`src/rtl/psr_pkg.sv`:
```
// Shared definitions for the programming status reporter.
// Assumes an 8-bit data bus by default; bit positions derive from the width.
package psr_pkg;
    localparam int unsigned DATA_W = 8;
    typedef struct packed {
        logic ce_n;
        logic oe_n;
        logic we_n;
        logic res_n;
    } strobe_t;
endpackage

```
`src/rtl/psr_edge.sv`:
```
// Level edge tracker: registers a condition and flags its start and end.
// Assumes the condition is already synchronous to clk.
module psr_edge (
    input  logic clk,
    input  logic rst_n,
    input  logic level_i,
    output logic start_o,
    output logic end_o
);
    logic level_q;

    // Hold last cycle's condition level.
    always_ff @(posedge clk) begin
        if (!rst_n) level_q <= 1'b0;
        else        level_q <= level_i;
    end

    assign start_o = level_i & ~level_q;
    assign end_o   = level_q & ~level_i;
endmodule

```
`src/rtl/psr_toggle.sv`:
```
// Toggle status bit: preset to 1 on a new write cycle, inverted on each
// completed read while programming. Assumes adv_i is a one-cycle pulse.
module psr_toggle (
    input  logic clk,
    input  logic rst_n,
    input  logic restart_i,
    input  logic adv_i,
    input  logic busy_i,
    output logic tog_o
);
    // Track the toggle state.
    always_ff @(posedge clk) begin
        if (!rst_n)              tog_o <= 1'b1;
        else if (restart_i)      tog_o <= 1'b1;
        else if (adv_i && busy_i) tog_o <= ~tog_o;
    end

    p_tog_flip_r2: assert property (@(posedge clk) disable iff (!rst_n)
        (adv_i && busy_i && !restart_i) |=> (tog_o != $past(tog_o)));
    p_tog_hold_r2: assert property (@(posedge clk) disable iff (!rst_n)
        (!adv_i && !restart_i) |=> $stable(tog_o));
endmodule

```
`src/rtl/psr_rdy.sv`:
```
// Ready/busy pull-down control: set by the first write strobe of a cycle,
// cleared when busy falls or the reset pin goes low.
module psr_rdy (
    input  logic clk,
    input  logic rst_n,
    input  logic wr_stb_i,
    input  logic busy_i,
    input  logic res_n_i,
    output logic rdy_oe_o
);
    logic busy_q;

    // Remember last cycle's busy level to find its fall.
    always_ff @(posedge clk) begin
        busy_q <= busy_i;
    end

    // Pull-down enable flag.
    always_ff @(posedge clk) begin
        if (!rst_n)                              rdy_oe_o <= 1'b0;
        else if (!res_n_i || (busy_q && !busy_i)) rdy_oe_o <= 1'b0;
        else if (wr_stb_i)                       rdy_oe_o <= 1'b1;
    end

    p_rdy_low_r4: assert property (@(posedge clk) disable iff (!rst_n)
        (wr_stb_i && res_n_i && !$fell(busy_i)) |=> rdy_oe_o);
    p_rdy_release_r5: assert property (@(posedge clk) disable iff (!rst_n)
        $fell(busy_i) |=> !rdy_oe_o);
    p_rdy_abort_r7: assert property (@(posedge clk) disable iff (!rst_n)
        !res_n_i |=> !rdy_oe_o);
endmodule

```
`src/rtl/psr_mux.sv`:
```
// Read data path: status word while busy, array data otherwise.
// Assumes DW >= 3 so that the polling and toggle bits both exist.
module psr_mux #(
    parameter int unsigned DW = 8
) (
    input  logic          clk,
    input  logic          rst_n,
    input  logic          rd_en_i,
    input  logic          busy_i,
    input  logic          tog_i,
    input  logic [DW-1:0] last_i,
    input  logic [DW-1:0] arr_i,
    output logic [DW-1:0] dq_o,
    output logic          dq_oe_o
);
    localparam int unsigned POLL_BIT = DW - 1;
    localparam int unsigned TOG_BIT  = DW - 2;

    // Select status word or array data.
    always_comb begin
        if (busy_i) dq_o = {~last_i[POLL_BIT], tog_i, last_i[TOG_BIT-1:0]};
        else        dq_o = arr_i;
    end

    assign dq_oe_o = rd_en_i;

    p_poll_r1: assert property (@(posedge clk) disable iff (!rst_n)
        (dq_oe_o && busy_i) |-> (dq_o[POLL_BIT] != last_i[POLL_BIT]));
    p_idle_data_r3: assert property (@(posedge clk) disable iff (!rst_n)
        !busy_i |-> (dq_o == arr_i));
endmodule

```
`src/rtl/prog_status_reporter.sv`:
```
// Top: decodes strobes into read and write conditions and drives the
// polling bit, toggle bit and open-drain ready/busy output.
// Assumes all inputs are synchronous to clk.
module prog_status_reporter
    import psr_pkg::*;
#(
    parameter int unsigned DW = DATA_W
) (
    input  logic          clk,
    input  logic          rst_n,
    input  logic          ce_n_i,
    input  logic          oe_n_i,
    input  logic          we_n_i,
    input  logic          res_n_i,
    input  logic          busy_i,
    input  logic [DW-1:0] last_byte_i,
    input  logic [DW-1:0] array_i,
    output logic [DW-1:0] dq_o,
    output logic          dq_oe_o,
    output logic          rdy_o,
    output logic          rdy_oe_o,
    output logic          abort_o
);
    strobe_t strb;
    logic    rd_cond, wr_cond;
    logic    wr_stb, rd_end;
    logic    unused_rd_start, unused_wr_end;
    logic    tog;

    assign strb    = '{ce_n: ce_n_i, oe_n: oe_n_i, we_n: we_n_i, res_n: res_n_i};
    assign rd_cond = !strb.ce_n && !strb.oe_n && strb.we_n && strb.res_n;
    assign wr_cond = !strb.ce_n && !strb.we_n && strb.res_n;

    psr_edge u_wr_edge (.clk(clk), .rst_n(rst_n), .level_i(wr_cond),
                        .start_o(wr_stb), .end_o(unused_wr_end));
    psr_edge u_rd_edge (.clk(clk), .rst_n(rst_n), .level_i(rd_cond),
                        .start_o(unused_rd_start), .end_o(rd_end));

    psr_toggle u_tog (.clk(clk), .rst_n(rst_n), .restart_i(wr_stb),
                      .adv_i(rd_end), .busy_i(busy_i), .tog_o(tog));

    psr_rdy u_rdy (.clk(clk), .rst_n(rst_n), .wr_stb_i(wr_stb),
                   .busy_i(busy_i), .res_n_i(res_n_i), .rdy_oe_o(rdy_oe_o));

    psr_mux #(.DW(DW)) u_mux (.clk(clk), .rst_n(rst_n), .rd_en_i(rd_cond),
                              .busy_i(busy_i), .tog_i(tog), .last_i(last_byte_i),
                              .arr_i(array_i), .dq_o(dq_o), .dq_oe_o(dq_oe_o));

    assign rdy_o   = 1'b0;
    assign abort_o = busy_i && !res_n_i;

    p_float_r6: assert property (@(posedge clk) disable iff (!rst_n)
        !res_n_i |-> !dq_oe_o);
    p_rd_gate_r8: assert property (@(posedge clk) disable iff (!rst_n)
        dq_oe_o |-> (!ce_n_i && !oe_n_i && we_n_i));
    p_abort_r7: assert property (@(posedge clk) disable iff (!rst_n)
        (busy_i && !res_n_i) |-> abort_o);
    p_echo_r9: assert property (@(posedge clk) disable iff (!rst_n)
        (dq_oe_o && busy_i) |-> (dq_o[DW-3:0] == last_byte_i[DW-3:0]));
endmodule

```
`config.mk`:
```
export PLATFORM = sky130hd
export DESIGN_NAME = prog_status_reporter
export DESIGN_NICKNAME = d
export VERILOG_FILES = /design/src/rtl/psr_pkg.sv /design/src/rtl/psr_edge.sv /design/src/rtl/psr_toggle.sv /design/src/rtl/psr_rdy.sv /design/src/rtl/psr_mux.sv /design/src/rtl/prog_status_reporter.sv
export SDC_FILE = /design/constraint.sdc
export NUM_CORES = 1
export LEC_CHECK = 0
export BUFFER_PORTS_ARGS = -buffer_cell sky130_fd_sc_hd__buf_2
export CELL_PAD_IN_SITES_DETAIL_PLACEMENT = 0
export CELL_PAD_IN_SITES_GLOBAL_PLACEMENT = 1
export CORE_MARGIN = 5
export CORE_UTILIZATION = 20
export DETAILED_ROUTE_END_ITERATION = 7
export HOLD_SLACK_MARGIN = 0.08
export PLACE_DENSITY_LB_ADDON = 0.15
export RECOVER_POWER = 50
export SETUP_SLACK_MARGIN = 0.02
export SLEW_MARGIN = 20
export SYNTH_ARGS = -nofsm -noshare
export SYNTH_HDL_FRONTEND = slang
export SYNTH_SLANG_ARGS = --single-unit
```
`constraint.sdc`:
```
create_clock -name clk -period 0.9 [get_ports clk]
set_input_delay 0.045 -clock clk [delete_from_list [all_inputs] [get_ports clk]]
set_output_delay 0.045 -clock clk [all_outputs]
set_load 0.02 [all_outputs]
```
==> metrics.md, run 1 <==
| Metric | Value |
|---|---|
| Ranking of synthesized cells by area | dfxtp_1 (33%), mux2_1 (26%), and4bb_4 (5.4%) |
| Clock buffer depth | 2 |
| Final setup violation count | 1 |
| Dpl hpwl | 777 um |
| TritonCTS clock tree | built |
| Sink Count | 5 |
| Area leader, netlist | dfxtp_1 |
| Placed instance area | between 400 and 500 sq um |
| Max-cap violations | 0 |
| Reg2Reg Setup Slack | ~10 ps |
| Register area share after synthesis | 33.2% |
| Synth top area share | between 30% and 40% |
| Syn. warnings | 0 |
| Syn Inst Count | 28 |
| Met2 usage | a little over an eighth |
| Post-Syn Area | 302 sq um |
| GP Congestion | between 0.7 and 0.8 |
| First-pass GRT wire length | 1540 um |
| I/O Pins | 35 |
| 1st-pass router iterations | 1 |
| Rows | 14 |
| Fraction of the cycle the final worst path needs | 109% |
| Fin area | 543 sq um |
| Antenna viol nets, final | 0 |
| Starting density of the core | between 20% and 30% |
| Syn avg cell area | ~11 sq um |
| Slew Viols, Final | 0 |
| Worst setup startpoint | u_tog.tog_o$_SDFFE_PP1P_ |
| Vias post-DR | around 350 |
| Cell variety after synth | 18 |
| Syn-to-layout area delta | 80.1% |
| Maximum vdd drop | approximately 0.45 mV |
| Post-Route WL | 963 um |
| Switching Fraction | between 20 and 30% |
| Lkg Pwr | 0.274 nW |
| RSZ-0062 raised after global routing | true |
| Fin crit period | just under 1000 ps |
| Placement Setup Slack | -13.9 ps |
| Flop pwr share | roughly 34% |
| Critical path class | reg2out |
| Via density | 4.36 |
| Vias in the first global route | ~380 |
| Largest net degree at the start of global routing | 13 |
| Ant diodes | 0 |
| Outcome | finished, violations left |
| Required @ worst endpoint | approximately 850 ps |
| Worst-case reg-to-reg path depth | 3 |
| Layout cells sized above 1 | between 60% and 70% |
| Hold WC Path Type | in2reg |
| GRT busiest layer | met2 |
| Syn nets | 51 |
| Routed len/inst | between 10 and 15 um |
| Die area | ~0.0024 sq mm |
| R2r endpoint | u_tog.tog_o$_SDFFE_PP1P_ |
| Met3 Use GR | under 10% |
| Min Hold Slack | ~100 ps |
| Clk slew on worst S/H paths | about 50 ps |
| Setup_tns | -84.7 ps |
| Total power | between 0.0006 and 0.0007 W |
| Clock group share of total power | 38.7% |
| Worst Path Arrival | roughly 940 ps |
| Die H | between 40 and 50 um |
| CP startpoint kind | flop |
| Layout Skew | roughly 2.6 ps |
| Congestion Overflow GR | 0 |
| Die Wd | roughly 49 um |
| Hold Vio Cnt, Final | 0 |
| Internal | between 0.0004 and 0.0005 W |
| Synthesis-stage register bit count | 5 |
| Critical R2R Launch | u_tog.tog_o$_SDFFE_PP1P_ |
| Core area | around 0.0015 sq mm |
| Failing checks | negative setup slack |
| IO buf count | 32 |
| Fmax | about 1000 MHz |
| DRC Markers | 0 |
| Fin nets | just under 90 |
| Starting DRT DRC Count | 0 |
| Root Buffer | clkbuf_4 |
| Insertion delay to the later sink of the worst-skew pair | roughly 240 ps |
| CP endpoint | dq_o[6] |
| Initial antenna violation count | 0 |
| Cts bufs inserted | 3 |
| H-tree Lvls | 1 |
| P_sw | 0.000191 W |
| Combinational Power Share | between 20% and 30% |
| Gr usage total | a little over 8% |
| GRT met1 Usage | under 10% |
| Crit end category | primary output |
| PnR worst setup slack | -84.7 ps |
| Pwr dens | 1250 mW/mm^2 |
| Crit-path max FO | 2 |
[cells in the mapped netlist]
library cell / instances
mux2_1: 7
o21ai_0: 1
and4bb_4: 1
and2b_1: 1
and2_1: 1
and4bb_1: 1
or3_1: 1
nand2_1: 1
mux2i_1: 1
buf_2: 1
o2111a_1: 1
buf_4: 1
conb_1: 1
nor4b_1: 1
dfxtp_1: 5
nand4b_1: 1
inv_1: 1
nand2b_1: 1
[placed cells by master (no fill, tap or decap), drive strengths merged]
cell         synthesis  routed
dlygate4sd3          0       2
mux2i                1       1
and4bb               2       2
and2b                1       1
o21ai                1       1
nand2                1       1
nand4b               1       1
clkbuf               0       8
nor4b                1       1
and2                 1       1
inv                  1       1
mux2                 7       7
dfxtp                5       5
nand2b               1       1
conb                 1       1
or3                  1       1
buf                  2      29
o2111a               1       1
[per-layer routing]
metal / wire length (um) / vias to the layer above
met5: 0 / -
met4: 0 / 0
met3: 60 / 0
met2: 491 / 11
met1: 411 / 165
li1: - / 177
[logic make-up after synthesis]
group	count (synthesis)	synth area share [%]
DFF	5	33.2
muxes	8	29.5
and+or+nand+nor	9	25.3
other	1	1.24
buffers and inverters	3	5.39
AOI/OAI and AO/OA	2	5.39
[through the flow]
stage	std cells	util, %
2_1_floorplan	28	-
3_3_place_gp	74	31.9
3_5_place_dp	74	31.9
4_1_cts	81	36.7
5_1_grt	81	36.9
6_report	81	36.9
[worst max-delay path, stage by stage, from the launching register on]
cell	delay, ps
dfxtp_2	310
mux2_4	260
buf_6	130
[cell type report]
cell class,instances,area [sq um]
Timing Repair Buffer,35,191
Inverter,1,3.75
Clock buffer,4,26.3
Sequential cell,5,101
Tap cell,16,20.0
Fill cell,170,928
Multi-Input combinational cell,20,200
[timing repair]
item,CTS,global route
hold buffers,2,0
setup endpoints to repair,2,3
pin swaps,1,0
hold endpoints to repair,4,0
buffers inserted,1,0
gates resized for setup,5,1
[flip-flops by register name, summed over array words and instances (netlist names)]
| register | cells |
|---|---|
| u_rd_edge.level_q | 1 |
| u_wr_edge.level_q | 1 |
| u_tog.tog_o | 1 |
| u_rdy.rdy_oe_o | 1 |
| u_rdy.busy_q | 1 |
[worst min path at each step]
stage | start | end | slack (ps) | cells past startpoint
detailed placement | rst_n | u_tog.tog_o$_SDFFE_PP1P_ | 290 | 2
finish | res_n_i | u_rdy.rdy_oe_o$_SDFFE_PP0P_ | 100 | 2
CTS | res_n_i | u_rdy.rdy_oe_o$_SDFFE_PP0P_ | 100 | 2
global route | res_n_i | u_rdy.rdy_oe_o$_SDFFE_PP0P_ | 110 | 2
floorplan | busy_i | u_rdy.busy_q$_DFF_P_ | 70 | 0
global placement | rst_n | u_tog.tog_o$_SDFFE_PP1P_ | 290 | 2
[power by group through the flow]
stage               clock network (W)  registers (W)   logic, W
finish                       0.000263       0.000230   0.000186
CTS                          0.000279       0.000230   0.000190
global route                 0.000289       0.000230   0.000203
floorplan                           0       0.000234  0.0000940
global placement                    0       0.000234   0.000173
detailed placement                  0       0.000234   0.000174
Power figures use the tool's default switching activity.
==> inputs of run 2 (changes only) <==
--- a/config.mk
+++ b/config.mk
@@ -5,11 +5,13 @@
 export SDC_FILE = /design/constraint.sdc
 export NUM_CORES = 1
 export LEC_CHECK = 0
+export ABC_AREA = 1
 export BUFFER_PORTS_ARGS = -buffer_cell sky130_fd_sc_hd__buf_2
 export CELL_PAD_IN_SITES_DETAIL_PLACEMENT = 0
 export CELL_PAD_IN_SITES_GLOBAL_PLACEMENT = 1
+export CORE_ASPECT_RATIO = 1.25
 export CORE_MARGIN = 5
-export CORE_UTILIZATION = 20
+export CORE_UTILIZATION = 19
 export DETAILED_ROUTE_END_ITERATION = 7
 export HOLD_SLACK_MARGIN = 0.08
 export PLACE_DENSITY_LB_ADDON = 0.15
==> constraint.sdc (replaced) <==
create_clock -name clk -period 0.9 [get_ports clk]
set_input_delay 0.18 -clock clk [delete_from_list [all_inputs] [get_ports clk]]
set_output_delay 0.18 -clock clk [all_outputs]
set_load 0.02 [all_outputs]
==> run 2 against run 1 <==
Effect of this change: the run still ends with negative setup slack left; first-iteration DRC count grew 11; critical path depth increased by 1; clock power about the same; die area is 18% higher; final cell count rose by 41%; hold slack gained 29 ps; register-to-register slack gained 150 ps; clock skew fell by 1.1 ps; synthesized cell count is 110% higher; sequential power about the same; routed wire length is 4.8% higher; highest routed layer is now met4.
==> metrics.md, run 2 <==
| Metric | Value |
|---|---|
| Syn avg cell area | slightly above 6 sq um |
| EDFF count, synth | 0 |
| First-pass GRT wire length | 1670 um |
| Cells along the critical path | inv_2 -> o21ai_2 -> buf_6 |
| Congestion Overflow GR | 0 |
| Wire length on met2 | around 500 um |
| Starting density of the core | between 10% and 20% |
| Layout cells sized above 1 | 56.8% |
| Root Buffer | clkbuf_4 |
| GP Congestion | around 0.64 |
| Hold WC Path Type | in2reg |
| Required @ worst endpoint | 720 ps |
| Dpl cells | 108 |
| Wl on met1 | 380 um |
| Most numerous cell in the Yosys netlist | nand2_1 |
| Synth top area share | 28.6% |
| P_sw | between 0.0002 and 0.00025 W |
| RSZ-0062 raised after global routing | true |
| Vias in the first global route | between 400 and 500 |
| Post-Syn Area | between 300 and 400 sq um |
| Ant diodes | 0 |
| Filler cell count in the final layout | 194 |
| Syn. warnings | 0 |
| Post-Layout Cell Count | approximately 110 |
| Crit-path max FO | 2 |
| Fraction of the cycle the final worst path needs | 114% |
| Cts bufs inserted | 3 |
| Failing checks | negative setup slack |
| Core area | approximately 0.0018 sq mm |
| Routed len/inst | 8.85 um |
| Synth cell count leaders | nand2_1 (25), inv_1 (8), dfxtp_1 (5), nand3_1 (3), nor2_1 (3) |
| WL met3 | 126 um |
| Fin area | 653 sq um |
| TritonCTS clock tree | built |
| Largest net degree at the start of global routing | 13 |
| Synthesis-stage register bit count | 5 |
| Insertion delay to the later sink of the worst-skew pair | about 240 ps |
| Rows | 17 |
| Fin nets | around 120 |
| Combinational Power Share | 33.7% |
| Worst Path Arrival | roughly 850 ps |
| Commonest non-fill, non-tap cell in the layout | buf_2 |
| Die H | around 58 um |
| Ranking of synthesized cells by area | dfxtp_1 (29%), nand2_1 (27%), inv_1 (8.6%) |
| Clock buffer depth | 2 |
| Pwr dens | 1140 mW/mm^2 |
| Fin crit period | approximately 1000 ps |
| 1st-pass router iterations | 3 |
| Lkg Pwr | approximately 0.38 nW |
| CP startpoint kind | flop |
| Post-CTS Hold Fix Bufs | 0 |
| DRC Markers | 0 |
| Most frequent cells in the layout | buf_2 (22), nand2_1 (21), inv_1 (7) |
| Clk slew on worst S/H paths | 50 ps |
| Die Wd | roughly 48 um |
| Setup_tns | -178 ps |
| Internal | just over 0.0005 W |
| Uppermost routed layer | met4 |
| Outcome | finished, violations left |
| Cell variety after synth | 16 |
| Critical path's top delay family | flip-flops |
| Area leader, netlist | dfxtp_1 |
| Die area | between 0.002 and 0.003 sq mm |
| Slowest CP cell | dfxtp_2 |
| Fmax | 971 MHz |
| Slew Viols, Final | 0 |
| Placed instance area | 538 sq um |
| I/O Pins | 35 |
| Post-Route WL | between 1000 and 1500 um |
| Buf/Inv on CP | 2 |
| Crit end category | primary output |
| Flop pwr share | 30.9% |
| PnR worst setup slack | -130 ps |
| Antenna viol nets, final | 0 |
| Critical path class | reg2out |
| Syn nets | 81 |
| Ys async rst share | 0% |
| Layout Skew | 1.49 ps |
| Maximum vdd drop | 0.462 mV |
| Initial antenna violation count | 0 |
| Sink Count | 5 |
| Via density | about 4.1 |
| Min Hold Slack | approximately 130 ps |
| IO buf count | 32 |
| Vias post-DR | between 400 and 500 |
| Register area share after synthesis | 28.6% |
| Clock group share of total power | 35.5% |
| Gr usage total | roughly 7.4% |
| Hold Vio Cnt, Final | 0 |
| Final setup violation count | 2 |
| Starting DRT DRC Count | 11 |
| Max-cap violations | 0 |
| CP peak stage delay | 320 ps |
| Switching Fraction | between 30% and 40% |
| Syn Inst Count | 58 |
| H-tree Lvls | 1 |
| Main synth FF type | dfxtp_1 |
| Syn-to-layout area delta | 86.4% |
==> run 2: cell type report <==
| class | count | area [sq um] | area share (%) |
|---|---|---|---|
| Multi-Input combinational cell | 40 | 204 | 31.2 |
| Clock buffer | 4 | 26.3 | 4.02 |
| Tap cell | 19 | 23.8 | 3.64 |
| Timing Repair Buffer | 36 | 251 | 38.5 |
| Inverter | 10 | 45.0 | 6.90 |
| Sequential cell | 5 | 103 | 15.7 |
==> run 2: worst register-to-register path, delay by kind of cell, from the launching register on <==
| kind | cells | cell delay (ps) |
|---|---|---|
| buffers and inverters | 2 | 160 |
| and+or+nand+nor | 2 | 150 |
| DFF | 1 | 320 |
==> run 2: layer usage <==
layer / track usage (%) / up-vias
li1: - / 244
met1: 7.42 / 204
met2: 12.1 / 21
met3: 2.83 / 2
met4: 5.93 / 0
met5: 0 / -
==> run 2: final timing paths <==
kind | from | endpoint | slack, ps | cells after the start
setup / recovery | u_tog.tog_o$_SDFFE_PP1P_ | dq_o[6] | -130 | 3
hold / removal | we_n_i | u_wr_edge.level_q$_SDFF_PN0_ | 130 | 2
setup reg to reg | u_tog.tog_o$_SDFFE_PP1P_ | u_tog.tog_o$_SDFFE_PP1P_ | 160 | 4
hold reg to reg | u_rdy.rdy_oe_o$_SDFFE_PP0P_ | u_rdy.rdy_oe_o$_SDFFE_PP0P_ | 450 | 2
==> run 2: logic make-up (layout without fill, tap and decap cells) <==
kind of cell           count (synthesis)  in the layout  synth area share [%]
DFF                                    5              5                  28.6
buffers and inverters                 13             50                  18.2
AOI/OAI and AO/OA                      3              3                  6.43
other                                  1              1                  1.07
and+or+nand+nor                       36             36                  45.7
==> run 2: through the flow <==
step,utilization [%],power [W],setup slack [ps]
final,37.0,0.000745,-130
after global routing,37.0,0.000791,-161
after CTS,34.9,0.000747,-156
after detailed placement,30.5,0.000446,-79.2
after global placement,30.5,0.000444,-81.9
after floorplan,-,0.000352,16.3
==> run 2: power groups by stage <==
| stage | combinational (W) | clock [W] | sequential [W] |
|---|---|---|---|
| 5_1_grt | 0.000275 | 0.000287 | 0.000230 |
| 3_5_place_dp | 0.000212 | 0 | 0.000233 |
| 3_3_place_gp | 0.000211 | 0 | 0.000233 |
| 6_report | 0.000251 | 0.000264 | 0.000230 |
| 2_1_floorplan | 0.000118 | 0 | 0.000234 |
| 4_1_cts | 0.000238 | 0.000280 | 0.000230 |
==> run 2: repair_timing <==
action | in CTS | in global routing
resized for setup | 17 | 16
pin swaps | 1 | 2
endpoints found under the setup margin | 10 | 9
setup buffers | 1 | 1
gates cloned | 0 | 0
==> inputs of run 3 (changes only) <==
--- a/config.mk
+++ b/config.mk
@@ -7,7 +7,7 @@
 export LEC_CHECK = 0
 export ABC_AREA = 1
 export BUFFER_PORTS_ARGS = -buffer_cell sky130_fd_sc_hd__buf_2
-export CELL_PAD_IN_SITES_DETAIL_PLACEMENT = 0
+export CELL_PAD_IN_SITES_DETAIL_PLACEMENT = 1
 export CELL_PAD_IN_SITES_GLOBAL_PLACEMENT = 1
 export CORE_ASPECT_RATIO = 1.25
 export CORE_MARGIN = 5
==> run 3 against run 2 <==
Effect of this change: the flow still finishes with violations (negative setup slack); routed wire length up 20%; highest routed layer unchanged; flip-flop and latch count did not move; fmax is 0.25% lower; clock skew is essentially flat; clock power about the same; utilization is 1.5 points higher; non-clock buffer count stayed put; global-route usage is 2.0 points higher.
==> metrics.md, run 3 (synthesized netlist as in run 2, its figures left out) <==
| Metric | Value |
|---|---|
| Outcome | finished, violations left |
| Failing checks | negative setup slack |
| Fraction of the cycle the final worst path needs | 115% |
| Die area | 0.00281 sq mm |
| Vias post-DR | a little under 500 |
| Fin crit period | 1030 ps |
| Hold WC Path Type | in2reg |
| P_sw | around 0.00024 W |
| Final Util | 38.5% |
| Syn-to-layout area delta | 93.9% |
| Filler cell count in the final layout | approximately 240 |
| Internal | between 0.0005 and 0.0006 W |
| Fin nets | 120 |
| Starting density of the core | between 10% and 20% |
| Routed len/inst | 10.5 um |
| Lkg Pwr | 0.384 nW |
| Maximum vdd drop | approximately 0.57 mV |
| Layout Skew | 1.53 ps |
| Congestion Overflow GR | 0 |
| Required @ worst endpoint | 720 ps |
| Insertion delay to the later sink of the worst-skew pair | approximately 240 ps |
| Combinational Power Share | between 30% and 40% |
| Post-Route WL | about 1200 um |
| Pwr dens | ~1100 mW/mm^2 |
| Clock buffer depth | 2 |
| Most frequent cells in the layout | buf_2 (20), nand2_1 (18), buf_6 (10) |
| Sink Count | 5 |
| DRC Markers | 0 |
| Die Wd | a little under 50 um |
| Gr usage total | under 10% |
| Post-CTS Hold Fix Bufs | 0 |
| Antenna viol nets, final | 0 |
| Reg2Reg Setup Slack | roughly 150 ps |
| Vias in the first global route | between 500 and 600 |
| Commonest non-fill, non-tap cell in the layout | buf_2 |
| Starting DRT DRC Count | 3 |
| Clk slew on worst S/H paths | about 50 ps |
| Ant diodes | 0 |
| Core area | 0.00177 sq mm |
| Clock group share of total power | ~34% |
| Max-cap violations | 0 |
| 1st-pass router iterations | 2 |
| Fmax | between 900 and 1000 MHz |
| Via density | 4.24 |
| Slew Viols, Final | 0 |
| Crit-path max FO | 2 |
| PnR worst setup slack | -132 ps |
| Rows | 17 |
| I/O Pins | 35 |
| Flop pwr share | between 30% and 40% |
| Dpl hpwl | ~900 um |
| Switching Fraction | roughly 30% |
| Largest net degree at the start of global routing | 9 |
| Worst Path Arrival | between 800 and 900 ps |
| GP Congestion | 0.642 |
| H-tree Lvls | 1 |
| Hold Vio Cnt, Final | 0 |
| Cts bufs inserted | 3 |
| Final setup violation count | 2 |
| RSZ-0062 raised after global routing | true |
| Root Buffer | clkbuf_4 |
| CP startpoint kind | flop |
| Initial antenna violation count | 0 |
| Critical path class | reg2out |
| Placement Setup Slack | -102 ps |
| First-pass GRT wire length | around 2200 um |
| Layout cells sized above 1 | between 60 and 70% |
| IO buf count | 32 |
| Die H | approximately 58 um |
| TritonCTS clock tree | built |
| Crit end category | primary output |
## run 3: what timing repair did
item / in CTS / in global routing
gates resized for setup: 17 / 20
cloned: 1 / 0
pin swaps: 1 / 3
endpoints found under the setup margin: 10 / 7
buffers inserted: 1 / 1
## run 3: power groups by stage
stage	Clock [W]	Combinational (W)	Sequential, W
after floorplan	0	0.000118	0.000234
after global placement	0	0.000211	0.000233
after detailed placement	0	0.000215	0.000234
after CTS	0.000274	0.000242	0.000230
after global routing	0.000285	0.000299	0.000230
final	0.000262	0.000273	0.000230
## run 3: path summary, 6_finish.rpt
kind,cells after the start,end,from
hold reg to reg,2,u_tog.tog_o$_SDFFE_PP1P_,u_tog.tog_o$_SDFFE_PP1P_
setup reg to reg,4,u_tog.tog_o$_SDFFE_PP1P_,u_tog.tog_o$_SDFFE_PP1P_
hold / removal,2,u_wr_edge.level_q$_SDFF_PN0_,we_n_i
setup / recovery,3,dq_o[6],u_tog.tog_o$_SDFFE_PP1P_
## run 3: routing by layer
metal / GRT usage (%) / part of all wire (%) / vias to the layer above
met5: 0 / 0 / -
met4: 4.74 / 0.41 / 0
met3: 2.83 / 8.7 / 2
met2: 17.2 / 54 / 21
met1: 9.58 / 37 / 219
li1: - / - / 246
## run 3: through the flow
stage / hold WS (ps) / area, sq um / power (W) / TNS (ps) / instances
floorplan: 208 / 353 / 0.000352 / 0 / 58
global placement: 384 / 538 / 0.000444 / -406 / 108
detailed placement: 391 / 538 / 0.000448 / -577 / 108
CTS: 134 / 619 / 0.000746 / -148 / 114
global route: 138 / 679 / 0.000814 / -237 / 115
finish: 139 / 679 / 0.000765 / -162 / 115
## run 3: worst max-delay path, cell delays in order, from the launching register on
cell and delay (ps):
dfxtp_2 330, inv_2 40, o21ai_2 110, buf_6 130
## run 3: final cells by class
cell class,instances,area [sq um],share of cell area (%)
flip-flops and latches,5,103,15.1
inverters,10,42.5,6.26
multi-input cells,40,206,30.4
clock buffers,4,26.3,3.87
repair inverters,1,6.26,0.921
well taps,19,23.8,3.50
repair buffers,36,272,40.0
